## src/rtl/dma_irq_pkg.sv

```systemverilog
package dma_irq_pkg;

  // Position of each flag inside a channel's four-bit group
  localparam int FLAGS_PER_CH = 4;
  localparam int F_GIF = 0;
  localparam int F_TC  = 1;
  localparam int F_HT  = 2;
  localparam int F_TE  = 3;

  // Packed so that the bit order matches the group layout (gif at bit 0)
  typedef struct packed {
    logic te;
    logic ht;
    logic tc;
    logic gif;
  } ch_flags_t;

  // Next value of one flag: a set event has priority over a clear
  function automatic logic flag_next(logic cur, logic set, logic clr);
    return set | (cur & ~clr);
  endfunction

  // Effective clear of a sub-flag: its own clear bit or the group's global clear
  function automatic logic sub_clear(logic own_clr, logic grp_clr);
    return own_clr | grp_clr;
  endfunction

  // Register offset compare
  function automatic logic offs_hit(logic [15:0] addr, logic [15:0] offs);
    return addr == offs;
  endfunction

endpackage

```

## src/rtl/dma_irq_clr_dec.sv

```systemverilog
module dma_irq_clr_dec
  import dma_irq_pkg::*;
#(
  parameter int NUM_CH  = 7,
  parameter int ADDR_W  = 8,
  parameter int DATA_W  = 32,
  parameter int CLR_OFS = 4
) (
  input  logic                           bus_sel,
  input  logic                           bus_wr,
  input  logic [ADDR_W-1:0]              bus_addr,
  input  logic [DATA_W-1:0]              bus_wdata,
  output logic                           clr_hit,
  output logic [NUM_CH*FLAGS_PER_CH-1:0] clr_vec
);

  localparam int FLAG_W = NUM_CH * FLAGS_PER_CH;

  logic [15:0] addr_ext;

  assign addr_ext = 16'(bus_addr);
  assign clr_hit  = bus_sel & bus_wr & offs_hit(addr_ext, 16'(CLR_OFS));

  // One clear pulse per bit of each channel group; nothing is stored
  for (genvar c = 0; c < NUM_CH; c++) begin : g_ch
    for (genvar b = 0; b < FLAGS_PER_CH; b++) begin : g_bit
      assign clr_vec[c*FLAGS_PER_CH + b] =
        clr_hit & bus_wdata[c*FLAGS_PER_CH + b];
    end
  end

  // Reserved upper bits of the clear word are dropped here
  if (FLAG_W < DATA_W) begin : g_rsvd
    logic unused_rsvd;
    assign unused_rsvd = ^bus_wdata[DATA_W-1:FLAG_W];
  end

endmodule

```

## src/rtl/dma_irq_chan.sv

```systemverilog
module dma_irq_chan
  import dma_irq_pkg::*;
(
  input  logic      clk,
  input  logic      rst_n,
  input  logic      evt_tc,
  input  logic      evt_ht,
  input  logic      evt_te,
  input  ch_flags_t clr,
  output ch_flags_t flags,
  output logic      irq
);

  ch_flags_t flags_d;
  logic      any_evt;

  assign any_evt = evt_tc | evt_ht | evt_te;

  always_comb begin
    flags_d.tc  = flag_next(flags.tc, evt_tc, sub_clear(clr.tc, clr.gif));
    flags_d.ht  = flag_next(flags.ht, evt_ht, sub_clear(clr.ht, clr.gif));
    flags_d.te  = flag_next(flags.te, evt_te, sub_clear(clr.te, clr.gif));
    // Only the group clear removes the summary flag; any event sets it
    flags_d.gif = flag_next(flags.gif, any_evt, clr.gif);
  end

  always_ff @(posedge clk or negedge rst_n) begin
    if (!rst_n) flags <= '0;
    else        flags <= flags_d;
  end

  assign irq = flags.gif;

endmodule

```

## src/rtl/dma_irq_pack.sv

```systemverilog
module dma_irq_pack
  import dma_irq_pkg::*;
#(
  parameter int NUM_CH  = 7,
  parameter int ADDR_W  = 8,
  parameter int DATA_W  = 32,
  parameter int STS_OFS = 0
) (
  input  logic                           bus_sel,
  input  logic                           bus_wr,
  input  logic [ADDR_W-1:0]              bus_addr,
  input  logic [NUM_CH*FLAGS_PER_CH-1:0] flags_vec,
  output logic [DATA_W-1:0]              bus_rdata
);

  logic rd_sts;

  assign rd_sts = bus_sel & ~bus_wr & offs_hit(16'(bus_addr), 16'(STS_OFS));

  // Status word: flag groups in the low bits, zeros above them.
  // Any other offset, including the clear word, reads as zero.
  always_comb begin
    bus_rdata = '0;
    if (rd_sts) bus_rdata = DATA_W'(flags_vec);
  end

endmodule

```

## src/rtl/dma_irq_flags.sv

```systemverilog
module dma_irq_flags
  import dma_irq_pkg::*;
#(
  parameter int NUM_CH = 7,
  parameter int ADDR_W = 8,
  parameter int DATA_W = 32
) (
  input  logic              clk,
  input  logic              rst_n,
  input  logic [NUM_CH-1:0] evt_tc,
  input  logic [NUM_CH-1:0] evt_ht,
  input  logic [NUM_CH-1:0] evt_te,
  input  logic              bus_sel,
  input  logic              bus_wr,
  input  logic [ADDR_W-1:0] bus_addr,
  input  logic [DATA_W-1:0] bus_wdata,
  output logic [DATA_W-1:0] bus_rdata,
  output logic [NUM_CH-1:0] irq
);

  localparam int FLAG_W  = NUM_CH * FLAGS_PER_CH;
  localparam int STS_OFS = 0;
  localparam int CLR_OFS = 4;

  logic              clr_hit;
  logic [FLAG_W-1:0] clr_vec;
  logic [FLAG_W-1:0] flags_vec;

  dma_irq_clr_dec #(
    .NUM_CH(NUM_CH), .ADDR_W(ADDR_W), .DATA_W(DATA_W), .CLR_OFS(CLR_OFS)
  ) u_dec (
    .bus_sel  (bus_sel),
    .bus_wr   (bus_wr),
    .bus_addr (bus_addr),
    .bus_wdata(bus_wdata),
    .clr_hit  (clr_hit),
    .clr_vec  (clr_vec)
  );

  for (genvar c = 0; c < NUM_CH; c++) begin : g_chan
    ch_flags_t ch_clr;
    ch_flags_t ch_flags;

    assign ch_clr = clr_vec[c*FLAGS_PER_CH +: FLAGS_PER_CH];

    dma_irq_chan u_chan (
      .clk   (clk),
      .rst_n (rst_n),
      .evt_tc(evt_tc[c]),
      .evt_ht(evt_ht[c]),
      .evt_te(evt_te[c]),
      .clr   (ch_clr),
      .flags (ch_flags),
      .irq   (irq[c])
    );

    assign flags_vec[c*FLAGS_PER_CH +: FLAGS_PER_CH] = ch_flags;
  end

  dma_irq_pack #(
    .NUM_CH(NUM_CH), .ADDR_W(ADDR_W), .DATA_W(DATA_W), .STS_OFS(STS_OFS)
  ) u_pack (
    .bus_sel  (bus_sel),
    .bus_wr   (bus_wr),
    .bus_addr (bus_addr),
    .flags_vec(flags_vec),
    .bus_rdata(bus_rdata)
  );

endmodule

```

## config.mk

```make
export PLATFORM = sky130hd
export DESIGN_NAME = dma_irq_flags
export DESIGN_NICKNAME = d
export VERILOG_FILES = /design/src/rtl/dma_irq_pkg.sv /design/src/rtl/dma_irq_clr_dec.sv /design/src/rtl/dma_irq_chan.sv /design/src/rtl/dma_irq_pack.sv /design/src/rtl/dma_irq_flags.sv
export SDC_FILE = /design/constraint.sdc
export NUM_CORES = 1
export LEC_CHECK = 0
export ABC_AREA = 1
export BUFFER_PORTS_ARGS = -buffer_cell sky130_fd_sc_hd__buf_2
export CAP_MARGIN = 15
export CELL_PAD_IN_SITES_DETAIL_PLACEMENT = 0
export CELL_PAD_IN_SITES_GLOBAL_PLACEMENT = 2
export CORE_MARGIN = 1.5
export CORE_UTILIZATION = 21
export CTS_BUF_LIST = sky130_fd_sc_hd__clkbuf_4 sky130_fd_sc_hd__clkbuf_8
export DETAILED_ROUTE_END_ITERATION = 7
export GPL_TIMING_DRIVEN = 0
export HOLD_SLACK_MARGIN = 0.12
export PLACE_DENSITY_LB_ADDON = 0.1
export SLEW_MARGIN = 15
export SYNTH_ARGS = -nofsm -noshare
export SYNTH_HDL_FRONTEND = slang
export SYNTH_SLANG_ARGS = --single-unit
```

## constraint.sdc

```tcl
create_clock -name clk -period 0.8 [get_ports clk]
set_input_delay 0.04 -clock clk [delete_from_list [all_inputs] [get_ports clk]]
set_output_delay 0.04 -clock clk [all_outputs]
set_load 0.05 [all_outputs]
```

==> results.sh <==
export IMPL_max_stage_delay_ns=0.40
export IMPL_crit_end="bus_rdata[24]"
export IMPL_routed_wl_microns=6088
export IMPL_yosys_warnings=0
export IMPL_regArea_sq_um=700.7
export IMPL_place_inst=432
export IMPL_violations="negative hold slack, negative setup slack"
export IMPL_gp_congestion=0.7281
export IMPL_skew_ns=0
export IMPL_wl_per_cell_microns=12.84
export IMPL_routed_via_count=1971
export IMPL_cp_cell_sequence="nor3b_2, buf_6"
export IMPL_critical_path_slowest_cell="dfrtp_1"
export IMPL_grt_usage_pct=13.68
export IMPL_ys_types=16
export IMPL_layoutNonFillerInstCount=474
export IMPL_cp_depth=2
export IMPL_ys_seq_area_share_pct=38.10
export IMPL_cts_root_buf="clkbuf_8"
export IMPL_period_needed_ns=1.117
export IMPL_powerDensity_nw_per_um2=813.9
export IMPL_drt_pass1_iterations=4
export IMPL_grt_max_degree=29
export IMPL_io_buffers=95
export IMPL_diodes=0
export IMPL_finalHoldViolCount=28
export IMPL_crit_fanout=3
export IMPL_synth_area_per_cell_sq_um=8.032
export IMPL_place_area_sq_um=2764
export IMPL_drc=0
export IMPL_timing_final_ws_setup_ns=-0.3170
export IMPL_timing_slew_headroom_pct=51.77
export IMPL_antenna_found_initial=0
export IMPL_period_share_pct=139.6
export IMPL_status="complete, but fails checks"
export IMPL_drive_gt1_share_pct=53.93
export IMPL_cts_buffers=3
export IMPL_layout_nets=436
export IMPL_end_kind="output pin"
export IMPL_crit_type="register to output pin"
export IMPL_first_global_vias=2071
export IMPL_crit_path_start="g_chan[6].u_chan.irq"
export IMPL_ff2ff_path_depth=4
export IMPL_tightest_slew_ns=0.7234
export IMPL_final_area_sq_um=3570
export IMPL_vias_per_cell=4.158
export IMPL_maxCapViolCount=0
export IMPL_vdd_drop_max_mv=0.5414
export IMPL_start_util_pct=22.05
export IMPL_critPathTopFamily="flip-flops"
export IMPL_synth_seq_cells=28
export IMPL_slew_violations=0
export IMPL_total_leakage_power_nw=1.637
export IMPL_fp_dieW_microns=96.59
export IMPL_ff2ff_setup_slack_ns=-0.03
export IMPL_dp_hpwl_microns=4301
export IMPL_cts_hold_repair_buffers=28
export IMPL_pin_count=104
export IMPL_grt_first_pass_wirelength_microns=9763
export IMPL_dieHeight_microns=96.59
export IMPL_cts_tree="yes"
export IMPL_final_cell_mix="nand2_1 (56), buf_2 (56), buf_6 (48)"
export IMPL_worstSkewPairLatency_ns=0.28
export IMPL_hold_path_class="input pin to async pin"
export IMPL_die_area_sq_um=9329
export IMPL_fill_cells=851
export IMPL_synthCells=229
export IMPL_critical_path_required_ns=0.76
export IMPL_cts_sinks=28
export IMPL_synthToLayoutAreaGrowth_pct=94.08
export IMPL_ant_nets=0
export IMPL_timing_rr_end="g_chan[4].u_chan.irq"
export IMPL_path_clk_slew_ns=0.10
export IMPL_syn_area_sq_um=1839
export IMPL_num_rows=33
export IMPL_gr_total_overflow=0
export IMPL_drt_iter0_drc=44
export IMPL_finalSetupViolations=36
export IMPL_multi_input_area_sq_um=1167
export IMPL_clock_path_buffers=2
export IMPL_fmax_mhz=895.3
export IMPL_cp_buffers_inverters=1
export IMPL_start_kind="register"
export IMPL_rsz0062_at_grt="yes"
export IMPL_r2r_start="g_chan[4].u_chan.irq"
export IMPL_h_tree_depth=1
export IMPL_timing_hold_ws_ns=-0.1955
export IMPL_core_area_sq_um=8341
export IMPL_crit_arrival_ns=1.08
## synthesized netlist by cell type
library cell,number,area (sq um)
conb_1,1,3.750
nand4_1,28,175.2
or2_2,21,131.4
dfrtp_1,28,700.7
nor2_2,3,18.77
inv_2,1,3.750
nor3b_1,28,210.2
inv_1,27,101.4
nand2_2,1,6.260
buf_6,6,67.56
nor2_8,1,20.02
nand4_4,1,21.27
nand2_1,59,221.5
buf_4,15,112.6
nor3_1,7,35.03
buf_2,2,10.01
## how the worst min path moves through the flow
stage / slack (ns) / cells past startpoint / from / endpoint
after global routing: -0.16 / 1 / rst_n / g_chan[0].u_chan.irq
after floorplan: -0.26 / 0 / rst_n / g_chan[0].u_chan.flags[1]
final: -0.20 / 1 / rst_n / g_chan[0].u_chan.irq
after CTS: -0.17 / 1 / rst_n / g_chan[6].u_chan.flags[2]
after global placement: 0.15 / 1 / rst_n / g_chan[0].u_chan.irq
after detailed placement: 0.15 / 1 / rst_n / g_chan[0].u_chan.irq
## cell families after synthesis
group	Yosys count	share of synthesized area, %
and+or+nand+nor	149	45.65
DFF	28	38.10
buffers and inverters	51	16.05
other	1	0.2039
## worst register-to-register path: stages (launching register included)
cell and delay [ns]:
dfrtp_1 0.41, buf_6 0.13, buf_6 0.10, nand2_2 0.05, nand2_1 0.04
## through the flow
step / utilization (%) / total power [mW] / TNS (ns) / hold WS, ns / setup WS (ns)
CTS: 41.43 / 2.954 / -9.941 / -0.1661 / -0.3270
global placement: 33.14 / 1.973 / -20.38 / 0.1492 / -0.5807
floorplan: - / 1.709 / -9.752 / -0.2556 / -0.3536
global route: 42.80 / 3.077 / -11.69 / -0.1579 / -0.3800
finish: 42.80 / 2.905 / -9.333 / -0.1955 / -0.3170
detailed placement: 33.14 / 1.970 / -20.33 / 0.1516 / -0.5731
## power by group
group          internal (mW)  switching [mW]  leakage (nW)
registers               1.42        0.000527         0.245
clock network          0.340           0.475        0.0216
logic                  0.338           0.337          1.37
total                   2.09           0.813          1.64
## sequential cells by signal (all words and copies together), names as in the netlist
name and flops:
g_chan.u_chan.flags 21, g_chan.u_chan.irq 7
## routing by layer
| layer | track usage, % | up-vias | part of all wire [%] |
|---|---|---|---|
| li1 | - | 1014 | - |
| met5 | 0 | - | 0 |
| met1 | 18.09 | 892 | 46 |
| met4 | 2.899 | 0 | 0.72 |
| met2 | 23.19 | 61 | 47 |
| met3 | 2.504 | 4 | 6.1 |
## repair_timing
action                                  in CTS  in global routing
endpoints found under the hold margin       56                 28
gates resized for setup                     95                 18
buffers inserted                             7                  6
gates cloned                                 0                  1
pin swaps                                    2                  7
endpoints found under the setup margin      35                 62
## layout make-up
type                       count  share of cell area (%)
buffer                        21                   7.115
clock buffer                   3                   1.157
inverter                      28                   3.155
multi-input combinational    153                   32.70
sequential                    28                   19.63
tap                          105                   3.680
timing repair buffer         136                   32.56
Power figures use the tool's default switching activity.
